`config.mk`:
```
export PLATFORM = sky130hd
export DESIGN_NAME = alu_branch_unit
export DESIGN_NICKNAME = d
export VERILOG_FILES = /design/src/rtl/alu_pkg.sv /design/src/rtl/alu_datapath.sv /design/src/rtl/alu_flag_reg.sv /design/src/rtl/alu_cond_eval.sv /design/src/rtl/alu_branch_unit.sv
export SDC_FILE = /design/constraint.sdc
export NUM_CORES = 1
export LEC_CHECK = 0
export ABC_AREA = 1
export BUFFER_PORTS_ARGS = -buffer_cell sky130_fd_sc_hd__buf_2
export CORE_ASPECT_RATIO = 1.5
export CORE_MARGIN = 2
export CORE_UTILIZATION = 30
export DETAILED_ROUTE_END_ITERATION = 7
export SYNTH_ARGS = -nofsm -noshare
export SYNTH_HDL_FRONTEND = slang
export SYNTH_SLANG_ARGS = --single-unit
export TNS_END_PERCENT = 20
```
`constraint.sdc`:
```
create_clock -name clk_i -period 1.65 [get_ports clk_i]
set_input_delay 0.0825 -clock clk_i [delete_from_list [all_inputs] [get_ports clk_i]]
set_output_delay 0.0825 -clock clk_i [all_outputs]
set_load 0.03 [all_outputs]
```
`src/rtl/alu_pkg.sv`:
```
package alu_pkg;
  localparam int unsigned OP_W   = 3;
  localparam int unsigned COND_W = 3;

  localparam logic [OP_W-1:0] OP_ADD = 3'b000;
  localparam logic [OP_W-1:0] OP_SUB = 3'b001;
  localparam logic [OP_W-1:0] OP_AND = 3'b010;
  localparam logic [OP_W-1:0] OP_OR  = 3'b011;
  localparam logic [OP_W-1:0] OP_NOT = 3'b100;
  localparam logic [OP_W-1:0] OP_CMP = 3'b101;
  localparam logic [OP_W-1:0] OP_JCC = 3'b110;
  localparam logic [OP_W-1:0] OP_BAD = 3'b111;

  localparam logic [COND_W-1:0] CC_ALWAYS = 3'b000;
  localparam logic [COND_W-1:0] CC_EQ     = 3'b001;
  localparam logic [COND_W-1:0] CC_NE     = 3'b010;
  localparam logic [COND_W-1:0] CC_LT     = 3'b011;
  localparam logic [COND_W-1:0] CC_LE     = 3'b100;
  localparam logic [COND_W-1:0] CC_GT     = 3'b101;
  localparam logic [COND_W-1:0] CC_GE     = 3'b110;
  localparam logic [COND_W-1:0] CC_BAD    = 3'b111;

  typedef struct packed {
    logic below;
    logic equal;
  } flags_t;
endpackage

```
`src/rtl/alu_datapath.sv`:
```
module alu_datapath
  import alu_pkg::*;
#(
  parameter int unsigned DATA_W = 16
) (
  input  logic [OP_W-1:0]   op_i,
  input  logic [DATA_W-1:0] a_i,
  input  logic [DATA_W-1:0] b_i,
  output logic [DATA_W-1:0] res_o,
  output logic              wr_o
);
  always_comb begin
    res_o = '0;
    wr_o  = 1'b1;
    unique case (op_i)
      OP_ADD:  res_o = a_i + b_i;
      OP_SUB:  res_o = a_i - b_i;
      OP_AND:  res_o = a_i & b_i;
      OP_OR:   res_o = a_i | b_i;
      OP_NOT:  res_o = ~a_i;
      default: wr_o  = 1'b0;
    endcase
  end
endmodule

```
`src/rtl/alu_flag_reg.sv`:
```
module alu_flag_reg
  import alu_pkg::*;
#(
  parameter int unsigned DATA_W = 16
) (
  input  logic              clk_i,
  input  logic              rst_ni,
  input  logic              upd_i,
  input  logic [DATA_W-1:0] a_i,
  input  logic [DATA_W-1:0] b_i,
  output flags_t            flags_o
);
  flags_t flags_q;

  always_ff @(posedge clk_i or negedge rst_ni) begin
    if (!rst_ni) begin
      flags_q <= '0;
    end else if (upd_i) begin
      flags_q.below <= (a_i < b_i);
      flags_q.equal <= (a_i == b_i);
    end
  end

  assign flags_o = flags_q;
endmodule

```
`src/rtl/alu_cond_eval.sv`:
```
module alu_cond_eval
  import alu_pkg::*;
(
  input  logic [COND_W-1:0] cond_i,
  input  flags_t            flags_i,
  output logic              taken_o,
  output logic              illegal_o
);
  logic above;
  assign above = ~flags_i.below & ~flags_i.equal;

  always_comb begin
    taken_o   = 1'b0;
    illegal_o = 1'b0;
    unique case (cond_i)
      CC_ALWAYS: taken_o = 1'b1;
      CC_EQ:     taken_o = flags_i.equal;
      CC_NE:     taken_o = ~flags_i.equal;
      CC_LT:     taken_o = flags_i.below;
      CC_LE:     taken_o = flags_i.below | flags_i.equal;
      CC_GT:     taken_o = above;
      CC_GE:     taken_o = ~flags_i.below;
      default:   illegal_o = 1'b1;
    endcase
  end
endmodule

```
`src/rtl/alu_branch_unit.sv`:
```
module alu_branch_unit
  import alu_pkg::*;
#(
  parameter int unsigned DATA_W = 16
) (
  input  logic              clk_i,
  input  logic              rst_ni,
  input  logic              start_i,
  input  logic [OP_W-1:0]   op_i,
  input  logic [DATA_W-1:0] a_i,
  input  logic [DATA_W-1:0] b_i,
  input  logic [COND_W-1:0] cond_i,
  input  logic [DATA_W-1:0] target_i,
  input  logic [DATA_W-1:0] fall_ip_i,
  output logic [DATA_W-1:0] result_o,
  output logic              wr_en_o,
  output logic              valid_o,
  output logic              below_o,
  output logic              equal_o,
  output logic              taken_o,
  output logic              illegal_o,
  output logic [DATA_W-1:0] ip_o
);
  logic [DATA_W-1:0] dp_res;
  logic              dp_wr;
  logic              cc_taken, cc_bad;
  logic              is_cmp, is_jcc, is_bad;
  flags_t            flags;

  assign is_cmp = (op_i == OP_CMP);
  assign is_jcc = (op_i == OP_JCC);
  assign is_bad = (op_i == OP_BAD);

  alu_datapath #(.DATA_W(DATA_W)) i_dp (
    .op_i (op_i),
    .a_i  (a_i),
    .b_i  (b_i),
    .res_o(dp_res),
    .wr_o (dp_wr)
  );

  alu_flag_reg #(.DATA_W(DATA_W)) i_flags (
    .clk_i  (clk_i),
    .rst_ni (rst_ni),
    .upd_i  (start_i & is_cmp),
    .a_i    (a_i),
    .b_i    (b_i),
    .flags_o(flags)
  );

  alu_cond_eval i_cc (
    .cond_i   (cond_i),
    .flags_i  (flags),
    .taken_o  (cc_taken),
    .illegal_o(cc_bad)
  );

  logic [DATA_W-1:0] res_q, ip_q;
  logic              wr_q, valid_q, taken_q, bad_q;

  always_ff @(posedge clk_i or negedge rst_ni) begin
    if (!rst_ni) begin
      res_q   <= '0;
      ip_q    <= '0;
      wr_q    <= 1'b0;
      valid_q <= 1'b0;
      taken_q <= 1'b0;
      bad_q   <= 1'b0;
    end else begin
      valid_q <= start_i;
      wr_q    <= start_i & dp_wr;
      taken_q <= start_i & is_jcc & cc_taken;
      bad_q   <= start_i & (is_bad | (is_jcc & cc_bad));
      if (start_i && dp_wr) res_q <= dp_res;
      if (start_i && is_jcc) ip_q <= cc_taken ? target_i : fall_ip_i;
    end
  end

  assign result_o  = res_q;
  assign ip_o      = ip_q;
  assign wr_en_o   = wr_q;
  assign valid_o   = valid_q;
  assign taken_o   = taken_q;
  assign illegal_o = bad_q;
  assign below_o   = flags.below;
  assign equal_o   = flags.equal;
endmodule

```
# Yosys cells after proc, flatten, opt, wreduce, memory -nomap -nowiden
# Cells that the tools add are included.
[word_totals]
register_bits = 38
latch_bits = 0
ram_bits = 0
mem_bits_ro = 0
in_bits = 73
out_inout_bits = 38
n_memories = 0
[op_classes]
n_addsub = 2
n_mul = 0
div_mod_pow = 0
order_cmp = 1
eq_ne = 14
shifts = 0
n_mux = 5
bitwise_logic = 14
n_reduce_logical = 6
[op_table]
columns = ["operator", "count"]
rows = [
  ["case mux 16 bit (5 select lines)", 1],
  ["== test 3 bit (second input constant)", 7],
  ["adder 16 bit", 1],
  ["bitwise AND 16 bit", 1],
  ["== test 16 bit", 1],
  ["< comparator 16 bit", 1],
  ["2-to-1 mux 16 bit", 1],
  ["NOT 16 bit", 1],
  ["OR 16 bit", 1],
  ["subtractor 16 bit", 1],
  ["== test 3 x 2 -> 1 bit (second input constant)", 4],
  ["bitwise AND 1 bit", 7],
  ["case mux 1 bit (7 select lines)", 1],
  ["OR reduction 7 bit", 1],
  ["== test 3 x 1 -> 1 bit (second input constant)", 2],
  ["logical NOT 3 bit", 2],
  ["OR reduction 5 bit", 1],
  ["logical AND 1 bit", 2],
  ["2-to-1 mux 1 bit", 2],
  ["NOT 1 bit", 2],
  ["OR 1 bit", 2],
]

# Longest topological paths before layout
# Gate-level depths: netlist of the first run.
[logic_depth]
word_depth = 6
mapped_depth = 15
mapped_depth_nobuf = 14

# By module
# From an unflattened synthesis of the first run, not the netlist that was laid out.
[unflattened]
cells_unflattened = 624
area_unflattened_um2 = 3956.3
[by_module_without_submodules]
columns = ["mod", "instances", "cells_each", "area_per_inst_um2", "seq_area_each_um2"]
rows = [
  ["alu_datapath", 1, 320, 1756.7, 0.0],
  ["alu_branch_unit", 1, 203, 1584.0, 900.9],
  ["alu_flag_reg", 1, 80, 525.5, 50.0],
  ["alu_cond_eval", 1, 21, 90.1, 0.0],
]

# Worst setup path after synthesis of the first run
# Ideal clock, no wire load.
[synth_path]
kind = "register -> register"
from = "register i_flags.flags_q (netlist bit i_flags.flags_o[0])"
to = "register ip_q[14], in the netlist ip_o[14]"
setup_ns = 0.123
arrival_ns = 1.371
required_time_ns = 1.527
setup_slack_ns = 0.156
stages_incl_launch_ff = 8
n_path_buf = 1
synth_period_minus_slack_ns = 1.494
cell_sequence = "dfrtp_1 -> o21ai_1 -> nand2_1 -> o211ai_2 -> nand2_2 -> clkbuf_2 -> o21ai_0 -> nand2_1"
[synth_between]
elab_chain_len = 4
[synth_rtl]
columns = ["element", "line_no", "text"]
rows = [
  ["start, declared", "alu_flag_reg.sv:13", "flags_t flags_q;"],
  ["NOT 1 bit", "alu_cond_eval.sv:10, alu_cond_eval.sv:18", ""],
  ["bitwise AND 1 bit", "alu_cond_eval.sv:10", "assign above = ~flags_i.below & ~flags_i.equal;"],
  ["case mux 1 bit (7 select lines) (*)", "alu_cond_eval.sv:15", "unique case (cond_i)"],
  ["2-to-1 mux 16 bit (*)", "alu_branch_unit.sv:75", "if (start_i && is_jcc) ip_q <= cc_taken ? target_i : fall_ip_i;"],
  ["end signal, assigned", "alu_branch_unit.sv:75", ""],
  ["end, declared", "alu_branch_unit.sv:58", "logic [DATA_W-1:0] res_q, ip_q;"],
]
# Mark *: on every way between the ends. The rest lies on a longest branch, timed or not.
# A chain may end at the register's enable or synchronous reset.

# Final worst setup path of the first run
[layout_path]
from = "input port start_i"
to = "register res_q[6], in the netlist result_o[6]"
[layout_between]
elab_chain_len = 1
[layout_rtl]
columns = ["element", "line_no", "text"]
rows = [
  ["start, declared", "alu_branch_unit.sv:8", "input logic start_i,"],
  ["logical AND 1 bit", "alu_branch_unit.sv:74", "if (start_i && dp_wr) res_q <= dp_res;"],
  ["end signal, assigned", "alu_branch_unit.sv:74", ""],
  ["end, declared", "alu_branch_unit.sv:58", ""],
]
# No other way between the ends.

==> key figures, run 1 <==
Routing
  • Post-DR vias/cell: between 4 and 5
  • First-iteration detailed-routing DRC count: 290
  • Average wire per standard cell: 13.7 microns
  • DR pass1 iterations: 4
  • DRC Markers: 0
  • Final WL: between 10,000 and 15,000 microns
  • DR vias: between 5k and 6k
  • Routed Antenna Nets: 0

Synthesis
  • Seq/Total Area, Yosys: 0.215
  • Post-synthesis compound-gate area fraction: 0.164
  • Fraction of registers with async set/reset: 1.00
  • Synth Flop Type: dfrtp_1
  • Mux cell area share after synthesis: 0
  • Syn_nets: about 800
  • Synth Area in Simple Gates: 0.307
  • Post-synthesis xor/xnor area fraction: 0.00198
  • Post-synth EDFFs: 0
  • Synth top cells by count: 180 x nand2_1, 135 x inv_1, 64 x nand3_1
  • Largest area contributor in the netlist: dfrtp_1
  • FF+latch count, synth: 38
  • Ranking of synthesized cells by area: dfrtp_1 22%, nand2_1 15%, ha_1 14%
  • Mean post-synth cell area: between 6 and 7 sq um
  • Post-synthesis cell type count: 39
  • Synth Instances: 696
  • Post-synthesis instance area: between 4000 and 5000 sq um
  • Yosys warnings: 0
  • Synth top area share: 0.215
  • Main combinational cell family by area after synthesis: simple AND/OR/NAND/NOR gates
  • Most instantiated library cell after synthesis: nand2_1
  • Post-Synth Adder-Cell Area: 0.153

Placed design
  • Post-DP HPWL: between 10,000 and 15,000 microns
  • Port Buffers: 110
  • DP Worst Slack: -185 ps
  • Routability Congestion: 1.01

Setup path
  • Crit path max fanout: 9
  • Crit path launch type: primary input
  • R2R depth: 7
  • R2R Path Start: i_flags.flags_o[0]
  • Reg2reg setup slack: 230 ps
  • WP data arrival: 1730 ps
  • Critical Path Start: start_i
  • Reg2reg end: ip_o[2]
  • Worst Setup Path Type: primary input to register
  • CP Data Required Time: between 1500 and 2000 ps
  • Crit path capture type: register

STA
  • Final worst-path cycle share: 0.938
  • Final Hold Fails: 0
  • Slew at the pin with the worst max-slew slack: 655 ps
  • Setup Viol. Count Final: 0
  • Unrepaired setup endpoints after global routing: no
  • Slew Viols, Final: 0
  • Fmax: around 650 MHz
  • Final min period: 1550 ps
  • Total negative setup slack: 0 ps
  • Final Worst Setup Slack: 102 ps
  • Slew margin rel.: 0.563
  • Clk_skew: 5.23 ps

Floorplan
  • # rows: 54
  • Die area: 15,700 sq um
  • Core outline area: 14,500 sq um
  • Chip width: 103 microns
  • Io pins: between 100 and 150
  • Starting Density: 0.306
  • Die Ht: between 150 and 200 microns

Power and ir drop
  • Gate power share: 0.442
  • Clock power frac: 0.293
  • Maximum VDD drop: approximately 0.49 mV
  • Internal power: between 2000 and 3000 uW
  • P_sw: 1740 uW
  • Leak pwr: approximately 0.0036 uW
  • Part of the power in registers: 0.265
  • Sw Ratio: 0.393
  • Pwr dens: roughly 740 nW/um^2

GRT
  • Global-route wire length before repair: about 23,000 microns
  • Global-route usage over all layers: 0.187
  • Global route total overflow: 0
  • Initial antenna violation count: 0
  • Largest net degree at the start of global routing: 34
  • Vias in the first global route: 4,909

Clock network
  • Setup repair bufs after CTS: 0
  • Worst skew pair latency: 290 ps
  • TritonCTS clock tree: done
  • Root Buffer: clkbuf_16
  • Clock buffer count from CTS: 5
  • CTS H-tree depth: 2
  • Clock sinks: 38
  • Clock tree buffer depth: 2
  • Clock transition at path regs: approximately 70 ps

Min path
  • WHS Path Cells: 3
  • Hold Startpoint: fall_ip_i[11]
  • HP Class: primary input to register
  • Min-Delay Endpoint: ip_o[11]

Finish
  • Share of cells above drive strength 1: 0.277
  • Nets@finish: between 1k and 1.5k
  • Area growth, synth to finish: 36.6%
  • Antenna diodes: 0

Run status
  • Status: finished, final reports clean

Job
  • Max Cap Viol: 0
## layout make-up
type / instances / area [sq um]
tap: 196 / 245
fill: 1607 / 8420
sequential: 38 / 951
clock inverter: 3 / 68.8
clock buffer: 5 / 125
timing repair buffer: 207 / 1320
inverter: 141 / 529
multi-input combinational: 493 / 2800
## registers in the layout, indices dropped and copies added (netlist names)
| name | count |
|---|---|
| i_flags.flags_o | 2 |
| illegal_o | 1 |
| ip_o | 16 |
| result_o | 16 |
| taken_o | 1 |
| valid_o | 1 |
| wr_en_o | 1 |
## worst max-delay path: stages
cell,delay (ps)
dlygate4sd3_1,540
buf_2,150
o21ai_4,120
buf_4,220
a211oi_1,300
nand3_1,160
o21ai_0,100
inv_1,50
## power groups by stage
| stage | sequential [uW] | clock, uW | combinational, uW |
|---|---|---|---|
| global placement | 1190 | 0 | 1930 |
| global route | 1200 | 1350 | 2180 |
| CTS | 1180 | 1320 | 1960 |
| finish | 1180 | 1300 | 1960 |
| floorplan | 1520 | 0 | 853 |
| detailed placement | 1190 | 0 | 1950 |
## layout by cell type, fill, tap and decap left out, types with 6 or more instances in the layout
cell / count
a21oi_1: 45
buf_2: 110
buf_4: 92
o22ai_1: 14
o21ai_1: 16
o21ai_0: 23
nor2_2: 6
nand3_1: 64
dfrtp_1: 38
ha_1: 48
a211oi_1: 14
nand4_1: 8
nor2_1: 32
inv_2: 6
nand2_1: 178
inv_1: 135
nand2_2: 6
## through the flow
step / cell area [sq um] / util / total power, uW / hold WS (ps) / cells
floorplan: 4420 / - / 2370 / -213 / 696
global placement: 5800 / 0.401 / 3120 / 161 / 1073
detailed placement: 5800 / 0.401 / 3140 / 154 / 1073
CTS: 6010 / 0.416 / 4460 / 4.68 / 1083
global route: 6040 / 0.418 / 4730 / 22.2 / 1083
finish: 6040 / 0.418 / 4440 / 9.67 / 1083
## cells by family after synthesis
group | count (synthesis)
flip-flops | 38
AND/OR/NAND/NOR | 314
adder cells (fa/ha/maj) | 53
AO/OA/AOI/OAI | 125
buffers and inverters | 165
XOR/XNOR | 1
## what timing repair did
| item | CTS | global route |
|---|---|---|
| resized for setup | 0 | 11 |
| hold buffers | 2 | 0 |
| hold endpoints to repair | 26 | 0 |
| setup endpoints to repair | 0 | 6 |
## metal layers
metal	up-vias	GRT usage	part of all wire
met5	-	0	0
met4	0	0.0739	0.026
met3	20	0.0211	0.059
met2	154	0.359	0.53
met1	2253	0.199	0.39
li1	2593	-	-
## worst max-delay path by stage
stage	endpoint	slack, ps	depth (start not counted)
after global routing	result_o[14]	3	13
after floorplan	ip_o[14]	160	7
after global placement	result_o[12]	-190	13
final	result_o[6]	100	8
after CTS	result_o[12]	120	14
after detailed placement	result_o[12]	-190	14
Note: power is estimated with default switching activity, not from simulation.
==> run 2, diff against run 1 <==
Settings changed: ABC_AREA 1 to not set.
==> run 2 against run 1 <==
Net effect: the flow now finishes with violations (negative setup slack); die area is 1.5% lower; setup slack worse by 310 ps; maximum frequency is 17% lower; critical path depth is 2 higher; via count is 1.4% higher; core utilization is 6.7 points higher; combinational power is 21% higher; wire length is 15% higher; final area is 13% higher; largest cell class unchanged; global-route usage is 3.0 points higher; total power is 9.6% higher.
==> key figures, run 2 <==
Run status
  • Status: finished, violations left
  • Failing checks: negative setup slack

Synthesis
  • Mean post-synth cell area: 7.71 sq um
  • Syn_nets: ~700
  • Synth Instances: around 570
  • Synth Flop Type: dfrtp_1
  • Synth top cells by count: 62 x nor2_1, 57 x o21ai_0, 51 x ha_1
  • Seq/Total Area, Yosys: 0.218
  • Most instantiated library cell after synthesis: nor2_1
  • FF+latch count, synth: 38
  • Fraction of registers with async set/reset: 1.00
  • Synth top area share: 0.218
  • Post-synthesis cell type count: 70
  • Ranking of synthesized cells by area: dfrtp_1 22%, ha_1 15%, o21ai_0 6.5%
  • Yosys warnings: 0
  • Post-synthesis instance area: approximately 4400 sq um
  • Largest area contributor in the netlist: dfrtp_1
  • Post-synth EDFFs: 0

Power and ir drop
  • Maximum VDD drop: between 0.4 and 0.5 mV
  • Gate power share: 0.489
  • Clock power frac: 0.266
  • P_sw: roughly 1900 uW
  • Total Power: 4870 uW
  • Part of the power in registers: 0.244
  • Internal power: about 3000 uW
  • Pwr dens: 712 nW/um^2
  • Sw Ratio: 0.387
  • Leak pwr: about 0.0033 uW

Min path
  • HP Class: primary input to register
  • Hold Startpoint: fall_ip_i[14]

Clock network
  • Root Buffer: clkbuf_16
  • Worst skew pair latency: 280 ps
  • Clock transition at path regs: around 70 ps
  • Clock tree buffer depth: 2
  • CTS H-tree depth: 2
  • TritonCTS clock tree: done
  • Clock buffer count from CTS: 5
  • Clock sinks: 38

Job
  • Max Cap Viol: 0

Routing
  • DR pass1 iterations: 4
  • Final WL: ~17,000 microns
  • Post-DR vias/cell: between 5 and 6
  • Routed Antenna Nets: 0
  • DRC Markers: 0
  • DR vias: 5,089
  • First-iteration detailed-routing DRC count: 233
  • Average wire per standard cell: approximately 17 microns

GRT
  • Largest net degree at the start of global routing: 39
  • Global route total overflow: 0
  • Met1 GRT Util: 0.236
  • Grt peak-use layer: met2
  • Vias in the first global route: 5,104
  • Met3 Use GR: 0.0234
  • M2 GR Usage: 0.409
  • Initial antenna violation count: 0
  • Global-route wire length before repair: roughly 26,000 microns
  • Global-route usage over all layers: 0.217

Finish
  • Antenna diodes: 0
  • Most common cell after layout, fill and taps aside: buf_4
  • Area of the multi-input gates: 3460 sq um
  • Final core occ: 0.484
  • Commonest cells after routing, fill and taps aside: 138 x buf_4, 101 x buf_2, 60 x nor2_1
  • Filler instances: approximately 1.4k
  • Finished Layout Cells: between 900 and 1k
  • Nets@finish: 926
  • Share of cells above drive strength 1: 0.426
  • Area growth, synth to finish: 57.1%
  • FF/Latch Area: approximately 950 sq um

Setup path
  • Crit path max fanout: 6
  • Crit path capture type: register
  • Worst Setup Path Type: primary input to register
  • Reg2reg setup slack: about 30 ps
  • Crit path launch type: primary input
  • CP Data Required Time: approximately 1800 ps
  • R2R Path Start: i_flags.flags_o[0]
  • WP data arrival: a little over 2000 ps
  • Critical Path Start: b_i[9]

Floorplan
  • Core outline area: between 10,000 and 15,000 sq um
  • Die Ht: approximately 150 microns
  • Die area: 15,500 sq um
  • Io pins: around 110
  • Chip width: between 100 and 150 microns
  • # rows: 53
  • Starting Density: 0.308

STA
  • Slew margin rel.: 0.666
  • Hold Slack: approximately 80 ps
  • Clk_skew: a little over 6 ps
  • Final Hold Fails: 0
  • Slew at the pin with the worst max-slew slack: 499 ps
  • Setup Viol. Count Final: 10
  • Final min period: ~1900 ps
  • Unrepaired setup endpoints after global routing: yes
  • Slew Viols, Final: 0
  • Final worst-path cycle share: 1.13
  • Final Worst Setup Slack: -207 ps
  • Fmax: 538 MHz

Placed design
  • Placed cell count: 974
  • Port Buffers: 110
  • Routability Congestion: 0.952
  • Post-DP HPWL: about 14,000 microns
-- run 2: repair_timing --
item	in CTS	in global routing
hold buffers	1	0
gates resized for setup	28	55
pin swaps	13	26
endpoints found under the hold margin	38	0
gates cloned	0	0
setup endpoints to repair	11	28
buffers inserted	3	7
-- run 2: final timing paths --
check	end	depth (start not counted)
worst max-delay path	result_o[10]	10
worst min-delay path	ip_o[14]	3
worst max register to register	ip_o[6]	7
worst min register to register	ip_o[15]	2
max in group asynchronous	i_flags.flags_o[0]	3
min in group asynchronous	result_o[4]	3
-- run 2: area by class of cell --
cell class | instances | area share
Inverter | 46 | 0.0278
Clock buffer | 5 | 0.0183
Timing Repair Buffer | 257 | 0.263
Multi-Input combinational cell | 452 | 0.506
Sequential cell | 38 | 0.139
Tap cell | 192 | 0.0351
Clock inverter | 3 | 0.0101
-- run 2: power by group through the flow --
stage / logic, uW / clock network, uW / registers, uW
after floorplan: 929 / 0 / 1540
after global placement: 2180 / 0 / 1200
after detailed placement: 2210 / 0 / 1210
after CTS: 2280 / 1330 / 1190
after global routing: 2570 / 1370 / 1210
final: 2380 / 1300 / 1190
-- run 2: layer usage --
metal / vias to the layer above / share of wire
met5: - / 0
met1: 2378 / 0.38
met3: 42 / 0.051
met4: 0 / 0.047
li1: 2504 / -
met2: 165 / 0.52
-- run 2: stage by stage --
| stage | worst slack (ps) | setup TNS, ps | area (sq um) |
|---|---|---|---|
| finish | -207 | -1180 | 6840 |
| global route | -324 | -2720 | 6840 |
| CTS | -233 | -1340 | 6530 |
| detailed placement | -627 | -6920 | 6200 |
| global placement | -594 | -6680 | 6200 |
| floorplan | -214 | -2540 | 4460 |
-- run 2: critical path, cell delays in order --
cell and delay (ps):
buf_8 80, inv_6 30, ha_4 280, and2b_2 230, or3_4 400, a2111oi_4 310
buf_4 190, or3_1 100, a31oi_1 80, a221oi_1 260
-- run 2: cell families (layout without fill, tap and decap cells) --
kind of cell             count (synthesis)  count (layout)  share of synthesized area
AO/OA/AOI/OAI                          200             200                      0.305
XOR/XNOR                                 6               6                     0.0121
adder cells (fa/ha/maj)                 53              53                      0.156
buffers and inverters                   75             311                     0.0701
flip-flops                              38              38                      0.218
multiplexers                            23              23                     0.0534
AND/OR/NAND/NOR                        170             170                      0.185
